**config.mk**
```make
export PLATFORM = sky130hd
export DESIGN_NAME = cal_rtc
export DESIGN_NICKNAME = d
export VERILOG_FILES = /design/src/rtl/cal_rtc.sv
export SDC_FILE = /design/constraint.sdc
export NUM_CORES = 1
export LEC_CHECK = 0
export BUFFER_PORTS_ARGS = -buffer_cell sky130_fd_sc_hd__buf_2
export CAP_MARGIN = 25
export CORE_MARGIN = 8
export CORE_UTILIZATION = 45
export CTS_BUF_LIST = sky130_fd_sc_hd__clkbuf_4
export CTS_CLUSTER_DIAMETER = 150
export DETAILED_ROUTE_END_ITERATION = 6
export MAX_ROUTING_LAYER = met4
export PLACE_DENSITY = 0.68
export SYNTH_ARGS = -nofsm -noshare
export SYNTH_HDL_FRONTEND = slang
export SYNTH_SLANG_ARGS = --single-unit
```
**constraint.sdc**
```tcl
create_clock -name clk -period 2.6 [get_ports clk]
set_input_delay 0.26 -clock clk [delete_from_list [all_inputs] [get_ports clk]]
set_output_delay 0.26 -clock clk [all_outputs]
set_load 0.05 [all_outputs]
```
**src/rtl/cal_rtc.sv**
```systemverilog
module cal_rtc #(
  parameter int ADDR_W = 5
) (
  input  logic              clk,
  input  logic              rst_n,
  input  logic              tick_i,
  input  logic [ADDR_W-1:0] bus_addr,
  input  logic              bus_we,
  input  logic [31:0]       bus_wdata,
  output logic [31:0]       bus_rdata
);
  localparam int IDX_W = ADDR_W - 2;
  localparam logic [IDX_W-1:0] IX_T1  = IDX_W'(0);
  localparam logic [IDX_W-1:0] IX_T2  = IDX_W'(1);
  localparam logic [IDX_W-1:0] IX_CTL = IDX_W'(4);

  logic [31:0] t1_q, t2_q, ctl_q;
  logic [5:0]  sec_q, min_q;
  logic [4:0]  hr_q, day_q, cen_q;
  logic [3:0]  mon_q;
  logic [6:0]  yr_q;

  logic [IDX_W-1:0] idx;
  assign idx = bus_addr[ADDR_W-1:2];

  logic en, unl;
  assign en  = ctl_q[0];
  assign unl = ctl_q[1];

  logic wr_t1, wr_t2, wr_ctl, load, step;
  assign wr_t1  = bus_we && (idx == IX_T1) && unl;
  assign wr_t2  = bus_we && (idx == IX_T2) && unl;
  assign wr_ctl = bus_we && (idx == IX_CTL);
  assign load   = wr_t1 || wr_t2 || wr_ctl;
  assign step   = tick_i && en && !bus_we;

  logic [31:0] src1, src2;
  assign src1 = wr_t1 ? bus_wdata : t1_q;
  assign src2 = wr_t2 ? bus_wdata : t2_q;

  logic leap;
  assign leap = (yr_q == 7'd0) ? (cen_q[1:0] == 2'd0) : (yr_q[1:0] == 2'd0);

  logic [4:0] mdays;
  always_comb begin
    case (mon_q)
      4'd2:                      mdays = leap ? 5'd29 : 5'd28;
      4'd4, 4'd6, 4'd9, 4'd11:   mdays = 5'd30;
      default:                   mdays = 5'd31;
    endcase
  end

  logic c_s, c_m, c_h, c_d, c_mo, c_y;
  assign c_s  = sec_q >= 6'd59;
  assign c_m  = c_s  && (min_q >= 6'd59);
  assign c_h  = c_m  && (hr_q  >= 5'd23);
  assign c_d  = c_h  && (day_q >= mdays);
  assign c_mo = c_d  && (mon_q >= 4'd12);
  assign c_y  = c_mo && (yr_q  >= 7'd99);

  always_ff @(posedge clk) begin
    if (!rst_n) begin
      t1_q  <= '0;
      t2_q  <= '0;
      ctl_q <= '0;
      sec_q <= '0;
      min_q <= '0;
      hr_q  <= '0;
      day_q <= '0;
      mon_q <= '0;
      yr_q  <= '0;
      cen_q <= '0;
    end else if (load) begin
      if (wr_t1)  t1_q  <= bus_wdata;
      if (wr_t2)  t2_q  <= bus_wdata;
      if (wr_ctl) ctl_q <= bus_wdata;
      sec_q <= src1[5:0];
      min_q <= src1[13:8];
      hr_q  <= src1[20:16];
      day_q <= src1[28:24];
      mon_q <= src2[3:0];
      yr_q  <= src2[14:8];
      cen_q <= src2[20:16];
    end else if (step) begin
      sec_q <= c_s ? 6'd0 : sec_q + 6'd1;
      if (c_s)  min_q <= c_m ? 6'd0 : min_q + 6'd1;
      if (c_m)  hr_q  <= c_h ? 5'd0 : hr_q + 5'd1;
      if (c_h)  day_q <= c_d ? 5'd1 : day_q + 5'd1;
      if (c_d)  mon_q <= c_mo ? 4'd1 : mon_q + 4'd1;
      if (c_mo) yr_q  <= c_y ? 7'd0 : yr_q + 7'd1;
      if (c_y)  cen_q <= cen_q + 5'd1;
    end
  end

  logic [31:0] live1, live2;
  assign live1 = {3'b0, day_q, 3'b0, hr_q, 2'b0, min_q, 2'b0, sec_q};
  assign live2 = {11'b0, cen_q, 1'b0, yr_q, 4'b0, mon_q};

  always_comb begin
    case (idx)
      IX_T1:   bus_rdata = en ? live1 : t1_q;
      IX_T2:   bus_rdata = en ? live2 : t2_q;
      IX_CTL:  bus_rdata = ctl_q;
      default: bus_rdata = '0;
    endcase
  end


  locked_drop_chk: assert property (@(posedge clk) disable iff (!rst_n)
    (bus_we && !unl && (idx == IX_T1 || idx == IX_T2)) |=> ($stable(t1_q) && $stable(t2_q)));


  sec_step_chk: assert property (@(posedge clk) disable iff (!rst_n)
    (tick_i && en && !bus_we && sec_q < 6'd59) |=> (sec_q == $past(sec_q) + 6'd1));


  sec_range_chk: assert property (@(posedge clk) disable iff (!rst_n)
    (!bus_we && sec_q <= 6'd59) |=> (sec_q <= 6'd59));


  hold_chk: assert property (@(posedge clk) disable iff (!rst_n)
    (!bus_we && !tick_i) |=> $stable({sec_q, min_q, hr_q, day_q, mon_q, yr_q, cen_q}));


  feb_chk: assert property (@(posedge clk) disable iff (!rst_n)
    (tick_i && en && !bus_we && mon_q == 4'd2 && day_q == 5'd28 && hr_q == 5'd23 &&
     min_q == 6'd59 && sec_q == 6'd59 && !leap) |=> (day_q == 5'd1 && mon_q == 4'd3));
endmodule

```
==> results of run 1 <==
logic make-up after synthesis:
kind of cell             after synthesis  share of synthesized area, %
adder cells (fa/ha/maj)               14                          2.62
AO/OA/AOI/OAI                        218                          21.4
multiplexers                          68                          10.2
XOR/XNOR                               5                         0.655
flip-flops                           134                          40.1
AND/OR/NAND/NOR                      327                          20.7
buffers and inverters                 70                          4.27
through the flow:
step | instances | hold WS, ps | TNS, ps
finish | 1152 | 175 | 0
global route | 1152 | 173 | -76.7
CTS | 1151 | 141 | 0
detailed placement | 1086 | 447 | -1360
global placement | 1086 | 441 | -136
floorplan | 836 | 396 | 0
flip-flops by register name (all words and copies together) (netlist names):
signal  flops
cen_q       5
ctl_q      32
day_q       5
hr_q        5
min_q       6
mon_q       4
sec_q       6
t1_q       32
t2_q       32
yr_q        7
report_power, final:
part	total, uW	internal [uW]	switching (uW)
sequential	2100	2080	23.9
combinational	351	145	206
clock	1650	845	808
total	4110	3070	1040
final cells by class:
type / instances / area (sq um) / area share [%]
inverters: 14 / 53.8 / 0.651
flip-flops and latches: 134 / 2690 / 32.6
multi-input cells: 632 / 3840 / 46.4
well taps: 184 / 230 / 2.79
repair buffers: 155 / 1110 / 13.4
diodes: 1 / 2.50 / 0.0303
clock buffers: 17 / 128 / 1.54
clock inverters: 15 / 210 / 2.54
per-layer routing:
layer	wire, um	global-route usage (%)	up-vias
met1	9100	27.4	3020
met5	0	-	-
li1	-	-	3207
met3	971	3.95	21
met4	266	6.57	0
met2	9250	34.4	153
path summary, 6_finish.rpt:
path / startpoint / endpoint / cells past startpoint
worst max register to register: yr_q[2] / yr_q[1] / 11
worst max-delay path: yr_q[2] / yr_q[1] / 11
worst min-delay path: rst_n / cen_q[1] / 4
worst min register to register: ctl_q[29] / ctl_q[29] / 2
synth_stat cells (11+ instances only):
cell type	n
a211oi_1	11
a21oi_1	93
a22oi_1	14
clkbuf_1	45
dfxtp_1	134
ha_1	14
inv_1	13
mux2i_1	68
nand2_1	198
nand3_1	15
nor2_1	73
o21ai_0	22
o221ai_1	16
worst max-delay path: cells and delay by family (launching register included):
kind	cells	cell delay, ps
simple gates	3	770
fa+ha+maj	1	290
compound gates	6	830
buf+inv	1	180
flops	1	330
timing repair:
| item | in CTS | in global routing |
|---|---|---|
| resized for setup | 6 | 14 |
| hold buffers | 32 | 0 |
| setup endpoints to repair | 28 | 21 |
| setup buffers | 1 | 0 |
| pin swaps | 2 | 6 |
| hold endpoints to repair | 94 | 0 |
==> results.md, run 1 <==
- Max-slew violation count: 0
- Pin count of the biggest net entering global routing: 116
- Via count: between 6000 and 7000
- Max-capacitance violation count: 0
- Max stage delay on crit path: ~400 ps
- Setup Skew: ~16 ps
- Buffers on Ports: 70
- Period utilization: between 90% and 100%
- Antenna violations before repair: 1
- CP max FO: 10
- Area leader, netlist: dfxtp_1
- Max_slew headroom: between 50% and 60%
- Final HPWL DP: between 10 and 15 mm
- EDFF count, synth: 0
- Synth warnings: 0
- Setup WS pre-CTS: -150 ps
- CP Cell Sequence: or3_4, o41ai_4, a21oi_1, ha_1, nand2b_4, a21oi_4, nor4_4, a31oi_2, buf_6, a211oi_2, a211oi_2
- Vias in the first global route: roughly 6300
- Placement row count: 44
- Unique masters post-synth: 64
- DRC errors left: 0
- 1st-iter DRT viols: about 450
- GRT overflow: 0
- Ratio of cells with drive above 1 in the final layout: 19.3%
- WP data arrival: 2960 ps
- R2R Setup Slk: 80 ps
- Final setup fails: 0
- Worst Setup End Kind: flip-flop
- IO Pins: 73
- Clock-pin slew on the worst setup and hold paths: 120 ps
- Area contributors post-synth: dfxtp_1 40%, nand2_1 11%, mux2i_1 10%
- Crit Path Class: reg -> reg
- # fillers: 1355
- Fmax: ~400 MHz
- Unrepaired setup endpoints after global routing: yes
- Routed WL: between 15 and 20 mm
- Hold Violations, Final: 0
- GPL Wtd Cong: approximately 0.86
- Mean Syn Cell Area: about 8.0 sq um
- Post-Syn Area: 6680 sq um
- Startpoint Class: flip-flop
- Die Ht: between 100 and 150 um
- CTS Buf Count: 17
- Commonest non-fill, non-tap cells in the layout: 196 x nand2_1, 130 x dfxtp_1, 91 x a21oi_1, 72 x nor2_1, 70 x buf_2
- Layout area overhead: 23.6%
- Die area: about 19000 sq um
- Status: complete, no violations
- Main synth FF type: dfxtp_1
- Final instance area: 8260 sq um
- Core footprint: roughly 15000 sq um
- Placed cell area: 7500 sq um
- Slowest CP cell: or3_4
- Total track usage: between 20% and 30%
- Initial Util: between 40 and 50%
- Skew-Pair Late Insertion Delay: ~580 ps
- Flops & latches, synth: about 130
- PD cells: approximately 500 nW/um^2
- Clk root buf: clkbuf_4
- TritonRoute pass-1 iters: 7
- Max clock buf depth: 2
- CTS Sinks: 134
- Global-route wire length before repair: 31.7 mm
- H-Tree Depth: 4
- Crit path required time: between 3000 and 4000 ps
- Leakage: 0.00335 uW
- Sequential-to-total area share from yosys stat: 40.1%
- TritonCTS clock tree: built
- Area share of the largest cell type after synthesis: 40.1%
- Syn_nets: 891
- WL/cell: 17.0 um
- Fin crit period: 2520 ps
- Via/cell ratio: 5.56
- Post-synth ARST share: 0%
- HP Class: in -> reg
- # nets final: ~1000
- Final Core Density: between 50 and 60%
- Most frequent cell on the critical path: a211oi_2
- Chip width: around 140 um
- Tot Pwr: 4110 uW
- Commonest non-fill, non-tap cell in the layout: nand2_1
- Antenna-violating nets left: 0
- Post-Synthesis Cells: ~840
- Slew @ Worst Pin: between 600 and 700 ps
- Maximum VDD drop: 0.302 mV
- Setup ws final: approximately 85 ps
Note: power is estimated with default switching activity, not from simulation.
==> inputs of run 2 (changes only) <==
--- a/config.mk
+++ b/config.mk
@@ -7,13 +7,16 @@
 export LEC_CHECK = 0
 export BUFFER_PORTS_ARGS = -buffer_cell sky130_fd_sc_hd__buf_2
 export CAP_MARGIN = 25
+export CELL_PAD_IN_SITES_DETAIL_PLACEMENT = 0
+export CELL_PAD_IN_SITES_GLOBAL_PLACEMENT = 2
 export CORE_MARGIN = 8
-export CORE_UTILIZATION = 45
+export CORE_UTILIZATION = 33
 export CTS_BUF_LIST = sky130_fd_sc_hd__clkbuf_4
 export CTS_CLUSTER_DIAMETER = 150
 export DETAILED_ROUTE_END_ITERATION = 6
+export GPL_TIMING_DRIVEN = 0
 export MAX_ROUTING_LAYER = met4
-export PLACE_DENSITY = 0.68
+export PLACE_DENSITY = 0.81
 export SYNTH_ARGS = -nofsm -noshare
 export SYNTH_HDL_FRONTEND = slang
 export SYNTH_SLANG_ARGS = --single-unit
==> results.md, run 2 (synthesized netlist as in run 1, its figures left out) <==
- Pin count of the biggest net entering global routing: 17 (was 116)
- Final Core Density: 41.3% (was 56.8%)
- Worst Setup End Kind: flip-flop (unchanged)
- Maximum VDD drop: 0.202 mV (was 0.302 mV)
- Worst r2r dst: yr_q[2] (was yr_q[1])
- Critical Path Sink: yr_q[2] (was yr_q[1])
- Ratio of cells with drive above 1 in the final layout: 17.7% (was 19.3%)
- DRC errors left: 0 (unchanged)
- Max-capacitance violation count: 0 (unchanged)
- GPL Wtd Cong: 0.864 (was 0.857)
- Placement row count: 52 (was 44)
- Routed WL: 25.1 mm (was 19.6 mm)
- Final setup fails: 6 (was 0)
- RR Startpoint: yr_q[2] (unchanged)
- PD cells: 468 nW/um^2 (was 497 nW/um^2)
- Period utilization: 101% (was 96.7%)
- Max clock buf depth: 2 (unchanged)
- Via/cell ratio: 5.34 (was 5.56)
- Crit path required time: 3080 ps (was 3050 ps)
- Crit. Startpoint: yr_q[2] (unchanged)
- Layout area overhead: 23.7% (was 23.6%)
- Die Ht: 158 um (was 138 um)
- Failing checks: setup timing
- WL/cell: 20.1 um (was 17.0 um)
- Startpoint Class: flip-flop (unchanged)
- TritonCTS clock tree: built (unchanged)
- CTS Sinks: 134 (unchanged)
- Max-slew violation count: 0 (unchanged)
- Commonest non-fill, non-tap cell in the layout: nand2_1 (unchanged)
- 1st-iter DRT viols: 460 (was 445)
- FF-to-FF path depth: 11 (unchanged)
- Clk root buf: clkbuf_4 (unchanged)
- Commonest non-fill, non-tap cells in the layout: 196 x nand2_1, 126 x dfxtp_1, 91 x a21oi_1, 71 x nor2_1, 70 x buf_2 (was 196 x nand2_1, 130 x dfxtp_1, 91 x a21oi_1, 72 x nor2_1, 70 x buf_2)
- Skew-Pair Late Insertion Delay: 570 ps (was 580 ps)
- Initial Util: 33.4% (was 46.0%)
- CTS Buf Count: 17 (unchanged)
- Tot Pwr: 3870 uW (was 4110 uW)
- GRT overflow: 0 (unchanged)
- HP Class: in -> reg (unchanged)
- TritonRoute pass-1 iters: 5 (was 7)
- IO Pins: 73 (unchanged)
- Slew @ Worst Pin: 817 ps (was 662 ps)
- Buffers on Ports: 67 (was 70)
- Leakage: 0.00323 uW (was 0.00335 uW)
- CP max FO: 7 (was 10)
- Total track usage: 21.1% (was 21.6%)
- Antenna violations before repair: 1 (unchanged)
- H-Tree Depth: 4 (unchanged)
- Global-route wire length before repair: 38.5 mm (was 31.7 mm)
- Setup ws final: -30.5 ps (was 84.8 ps)
- Antenna-violating nets left: 0 (unchanged)
- Chip width: 158 um (was 138 um)
- Largest regs: ctl_q: 32 flops, t1_q: 32 flops, t2_q: 32 flops (unchanged)
- Fmax: 380 MHz (was 398 MHz)
- Core footprint: 20000 sq um (was 14500 sq um)
- Hold Violations, Final: 0 (unchanged)
- Fin crit period: 2630 ps (was 2520 ps)
- WP data arrival: 3110 ps (was 2960 ps)
- Unrepaired setup endpoints after global routing: yes (unchanged)
- Status: complete, but fails checks (was complete, no violations)
- Final instance area: 8270 sq um (was 8260 sq um)
- Setup Skew: 23.3 ps (was 15.8 ps)
- Worst Hold Path Cells: 3 (was 4)
- Placed cell area: 7410 sq um (was 7500 sq um)
- R2R Setup Slk: -30 ps (was 80 ps)
- Max_slew headroom: 45.5% (was 55.9%)
- Vias in the first global route: 6458 (was 6324)
- Via count: 6661 (was 6401)
- Crit Path Class: reg -> reg (unchanged)
- Clock-pin slew on the worst setup and hold paths: 130 ps (was 120 ps)
- Die area: 25100 sq um (was 19000 sq um)
- # nets final: 1021 (was 1009)
- Final HPWL DP: 17.9 mm (was 13.1 mm)
[run 2: cell count changes in the layout (fill, tap and decap cells not counted), moves of 3 or more]
cell       previous run  this run
buf_6                 1         4
buf_8                 0         3
bufinv_16             5         2
clkbuf_1              0        33
buf_12                3         0
clkbuf_2              0         9
dfxtp_1             130       126
buf_4                49        12
dfxtp_4               1         4
[run 2: power by group]
| group | switching [uW] | internal (uW) |
|---|---|---|
| combinational | 233 | 133 |
| sequential | 29.0 | 2080 |
| clock | 841 | 555 |
[run 2: metal layers]
metal  GRT usage (%)  wire, um  share of wire (%)  vias up
met5               -         0                  0        -
met4            6.60       472                1.9        0
met3            3.28      1150                4.6       27
met2            33.3     11700                 47      176
met1            27.3     11800                 47     3225
li1                -         -                  -     3233
[run 2: worst min path at each step]
stage,from,to,slack (ps)
floorplan,bus_wdata[10],ctl_q[10],400
global placement,t1_q[7],t1_q[7],440
detailed placement,ctl_q[23],ctl_q[23],450
CTS,rst_n,sec_q[3],5
global route,rst_n,sec_q[3],30
finish,rst_n,sec_q[3],30
[run 2: repair_timing]
| item | CTS | global route |
|---|---|---|
| hold buffers | 32 | 0 |
| setup endpoints to repair | 43 | 48 |
| pin swaps | 7 | 17 |
| endpoints found under the hold margin | 87 | 0 |
| buffers inserted | 6 | 6 |
| gates resized for setup | 39 | 32 |
[run 2: final cells by class]
type                       instances  area [sq um]
sequential                       134          2700
antenna                            1          2.50
fill                            2192         11800
tap                              270           338
buffer                            53           253
clock inverter                    13           135
clock buffer                      17           128
inverter                          14          52.6
multi-input combinational        632          3870
timing repair buffer             114           790
[run 2: metrics by stage]
stage | setup TNS (ps) | setup slack (ps) | std cells | hold slack (ps)
2_1_floorplan | 0 | 10.9 | 836 | 396
3_3_place_gp | -31170 | -533 | 1173 | 441
3_5_place_dp | -16390 | -490 | 1176 | 447
4_1_cts | -76.2 | -48.7 | 1242 | 5.06
5_1_grt | -1680 | -162 | 1248 | 34.6
6_report | -91.2 | -30.5 | 1248 | 31.7
[run 2: worst max-delay path, cell delays in order, from the launching register on]
cell      delay [ps]
dfxtp_4          360
or3_4            400
o41ai_2          210
a21oi_1          130
ha_1             300
nand2b_4         150
a21oi_4          220
nor4_4            60
buf_4            170
a31oi_4          320
nand3_2          110
o211ai_1         110
==> inputs of run 3 (changes only) <==
==> config.mk (replaced) <==
export PLATFORM = sky130hd
export DESIGN_NAME = cal_rtc
export DESIGN_NICKNAME = d
export VERILOG_FILES = /design/src/rtl/cal_rtc.sv
export SDC_FILE = /design/constraint.sdc
export NUM_CORES = 1
export LEC_CHECK = 0
export ABC_AREA = 1
export BUFFER_PORTS_ARGS = -buffer_cell sky130_fd_sc_hd__buf_2
export CAP_MARGIN = 25
export CELL_PAD_IN_SITES_DETAIL_PLACEMENT = 0
export CELL_PAD_IN_SITES_GLOBAL_PLACEMENT = 2
export CORE_MARGIN = 8
export CORE_UTILIZATION = 35
export CTS_CLUSTER_DIAMETER = 150
export DETAILED_ROUTE_END_ITERATION = 6
export GPL_TIMING_DRIVEN = 0
export MAX_ROUTING_LAYER = met4
export PLACE_DENSITY = 0.86
export SYNTH_ARGS = -nofsm -noshare
export SYNTH_HDL_FRONTEND = slang
export SYNTH_SLANG_ARGS = --single-unit
==> constraint.sdc (replaced) <==
create_clock -name clk -period 3.16 [get_ports clk]
set_input_delay 0.316 -clock clk [delete_from_list [all_inputs] [get_ports clk]]
set_output_delay 0.316 -clock clk [all_outputs]
set_load 0.05 [all_outputs]
==> results.md, run 3 <==
- Status: complete, no violations (was complete, but fails checks)
- Ratio of cells with drive above 1 in the final layout: 12.7% (was 17.7%)
- Buffers on Ports: 69 (was 67)
- Main synth FF type: dfxtp_1 (unchanged)
- Die area: 25500 sq um (was 25100 sq um)
- Worst Setup End Kind: output port (was flip-flop)
- CP max FO: 10 (was 7)
- Switching Power: 1090 uW (was 1100 uW)
- Most frequent cell on the critical path: buf_2
- GRT overflow: 0 (unchanged)
- HP Class: in -> reg (unchanged)
- # fillers: 2214 (was 2192)
- Slowest CP cell: o21ai_0 (was or3_4)
- Vias in the first global route: 7111 (was 6458)
- Leakage: 0.00342 uW (was 0.00323 uW)
- Max-capacitance violation count: 0 (unchanged)
- Post-CTS Hold Fix Bufs: 0 (was 32)
- Setup ws final: 104 ps (was -30.5 ps)
- Antenna-violating nets left: 0 (unchanged)
- CTS Sinks: 134 (unchanged)
- Sequential-to-total area share from yosys stat: 37.1% (was 40.1%)
- Crit Path Class: reg -> out (was reg -> reg)
- Layout area overhead: 17.1% (was 23.7%)
- Via/cell ratio: 5.01 (was 5.34)
- Slew @ Worst Pin: 827 ps (was 817 ps)
- Period utilization: between 90% and 100%
- Clock power share: 48.6% (was 36.1%)
- Final instance area: 8470 sq um (was 8270 sq um)
- Commonest non-fill, non-tap cells in the layout: 226 x nand2_1, 155 x inv_1, 134 x dfxtp_1, 127 x o21ai_0, 108 x nor2_1 (was 196 x nand2_1, 126 x dfxtp_1, 91 x a21oi_1, 71 x nor2_1, 70 x buf_2)
- Die Ht: 160 um (was 158 um)
- Final HPWL DP: 21.1 mm (was 17.9 mm)
- Combinational Power Share: 7.3% (was 9.5%)
- Global-route wire length before repair: 43.6 mm (was 38.5 mm)
- TritonCTS clock tree: built (unchanged)
- CP Cell Sequence: buf_2, inv_2, nand2_1, clkbuf_1, o21ai_0, buf_2 (was or3_4, o41ai_2, a21oi_1, ha_1, nand2b_4, a21oi_4, nor4_4, buf_4, a31oi_4, nand3_2, o211ai_1)
- H-Tree Depth: 4 (unchanged)
- Placed cell area: 7920 sq um (was 7410 sq um)
- Maximum VDD drop: 0.374 mV (was 0.202 mV)
- WL/cell: 19.6 um (was 20.1 um)
- Chip width: 160 um (was 158 um)
- Worst path buffer plus inverter count: 4 (was 1)
- Clock-pin slew on the worst setup and hold paths: 70 ps (was 130 ps)
- Clk root buf: clkbuf_16 (was clkbuf_4)
- Crit-path leading delay family: buffers and inverters (was compound AO/OA/AOI/OAI gates)
- Cell Int Power: 2800 uW (was 2760 uW)
- Skew-Pair Late Insertion Delay: 440 ps (was 570 ps)
- Post-synth top cells: 226 x nand2_1, 155 x inv_1, 134 x dfxtp_1 (was 198 x nand2_1, 134 x dfxtp_1, 93 x a21oi_1)
- Unique masters post-synth: 40 (was 64)
- Startpoint Class: flip-flop (unchanged)
- Post-Synthesis Cells: 1085 (was 836)
- Max-slew violation count: 0 (unchanged)
- 1st-iter DRT viols: 508 (was 460)
- Area leader, netlist: dfxtp_1 (unchanged)
- IO Pins: 73 (unchanged)
- Max clock buf depth: 2 (unchanged)
- Setup Skew: 10.1 ps (was 23.3 ps)
- Post-Syn Area: 7240 sq um (was 6680 sq um)
- DRC errors left: 0 (unchanged)
- Max_slew headroom: 44.8% (was 45.5%)
- CTS Buf Count: 17 (unchanged)
- Final setup fails: 0 (was 6)
- Setup WS pre-CTS: 78.3 ps (was -490 ps)
- Ant diodes: 0 (was 1)
- Most common cell in the netlist: nand2_1 (unchanged)
- Total track usage: 23.0% (was 21.1%)
- Commonest non-fill, non-tap cell in the layout: nand2_1 (unchanged)
- Placement row count: 52 (unchanged)
- GPL Wtd Cong: 0.872 (was 0.864)
- Synth warnings: 0 (unchanged)
- PD cells: 460 nW/um^2 (was 468 nW/um^2)
- Post-cts gate resize count: 1 (was 39)
- TritonRoute pass-1 iters: 6 (was 5)
- EDFF count, synth: 0 (unchanged)
- Routed WL: 28.6 mm (was 25.1 mm)
- WP data arrival: 2740 ps (was 3110 ps)
- Core footprint: 20200 sq um (was 20000 sq um)
- Initial Util: 35.8% (was 33.4%)
- Reg power frac: 44.2% (was 54.4%)
- Mean Syn Cell Area: 6.67 sq um (was 8.00 sq um)
- Hold Violations, Final: 0 (unchanged)
- Fin Setup TNS: 0 ps (was -91.2 ps)
- Setup bufs post-CTS: 0 (was 6)
- # nets final: 1228 (was 1021)
- Antenna violations before repair: 0 (was 1)
- Fmax: 327 MHz
- Max stage delay on crit path: 500 ps (was 400 ps)
- Unrepaired setup endpoints after global routing: no (was yes)
- Sw Share: 28.0% (was 28.5%)
- Crit path required time: 2840 ps (was 3080 ps)
- Area share of the largest cell type after synthesis: 37.1% (was 40.1%)
- Syn_nets: 1140 (was 891)
- Pin count of the biggest net entering global routing: 17 (unchanged)
- Fin crit period: between 3000 and 4000 ps
- Area contributors post-synth: dfxtp_1 37%, nand2_1 12%, o21ai_0 8.8% (was dfxtp_1 40%, nand2_1 11%, mux2i_1 10%)
- Post-synth ARST share: 0% (unchanged)
- Via count: 7294 (was 6661)
- Flops & latches, synth: 134 (unchanged)
- Largest regs: ctl_q: 32 flops, t1_q: 32 flops, t2_q: 32 flops (unchanged)
==> run 3: area by class of cell <==
type	instances	area, sq um	share of cell area [%]
Sequential cell	134	2680	31.7
Tap cell	270	338	3.99
Clock buffer	19	443	5.23
Clock inverter	13	101	1.20
Inverter	160	601	7.09
Timing Repair Buffer	69	345	4.08
Multi-Input combinational cell	732	3700	43.6
Buffer	59	267	3.14
==> run 3: layer usage <==
metal  up-vias  routed length (um)  global-route usage [%]
li1       3666                   -                       -
met4         0                 608                    7.94
met5         -                   0                       -
met1      3384               13100                    28.7
met2       208               13300                    37.2
met3        36                1550                    3.60
==> run 3: final timing paths <==
| kind | startpoint | to | slack, ps | cells past startpoint |
|---|---|---|---|---|
| max | ctl_q[0] | bus_rdata[5] | 100 | 6 |
| min | bus_wdata[31] | t2_q[31] | 150 | 3 |
| max reg2reg | cen_q[0] | cen_q[1] | 240 | 15 |
| min reg2reg | ctl_q[9] | ctl_q[9] | 450 | 2 |
==> run 3: metrics by stage <==
stage | total power (uW) | cells | hold slack [ps] | utilization (%)
2_1_floorplan | 1900 | 1085 | 425 | -
4_1_cts | 3900 | 1456 | 143 | 41.8
3_3_place_gp | 2040 | 1424 | 434 | 39.1
3_5_place_dp | 2040 | 1424 | 442 | 39.1
5_1_grt | 4010 | 1456 | 152 | 41.9
6_report | 3890 | 1456 | 146 | 41.9
==> run 3: kinds of logic after synthesis <==
logic type | after synthesis | share of synthesized area, %
DFF | 134 | 37.1
xor gates and xnor gates | 22 | 2.66
buffers and inverters | 219 | 11.9
and+or+nand+nor | 426 | 25.4
AOI/OAI and AO/OA | 270 | 20.5
adders and majority gates | 14 | 2.42
==> run 3: power by group through the flow <==
stage          combinational, uW  sequential (uW)  clock [uW]
3_5_place_dp                 278             1760           0
3_3_place_gp                 279             1760           0
4_1_cts                      280             1720        1900
6_report                     283             1720        1890
5_1_grt                      304             1720        1980
2_1_floorplan                146             1750           0
==> run 3: tightest hold or removal path, delay by kind of cell <==
family	cells	cell delay (ps)
compound gates	1	50
buf+inv	1	110
simple gates	1	60
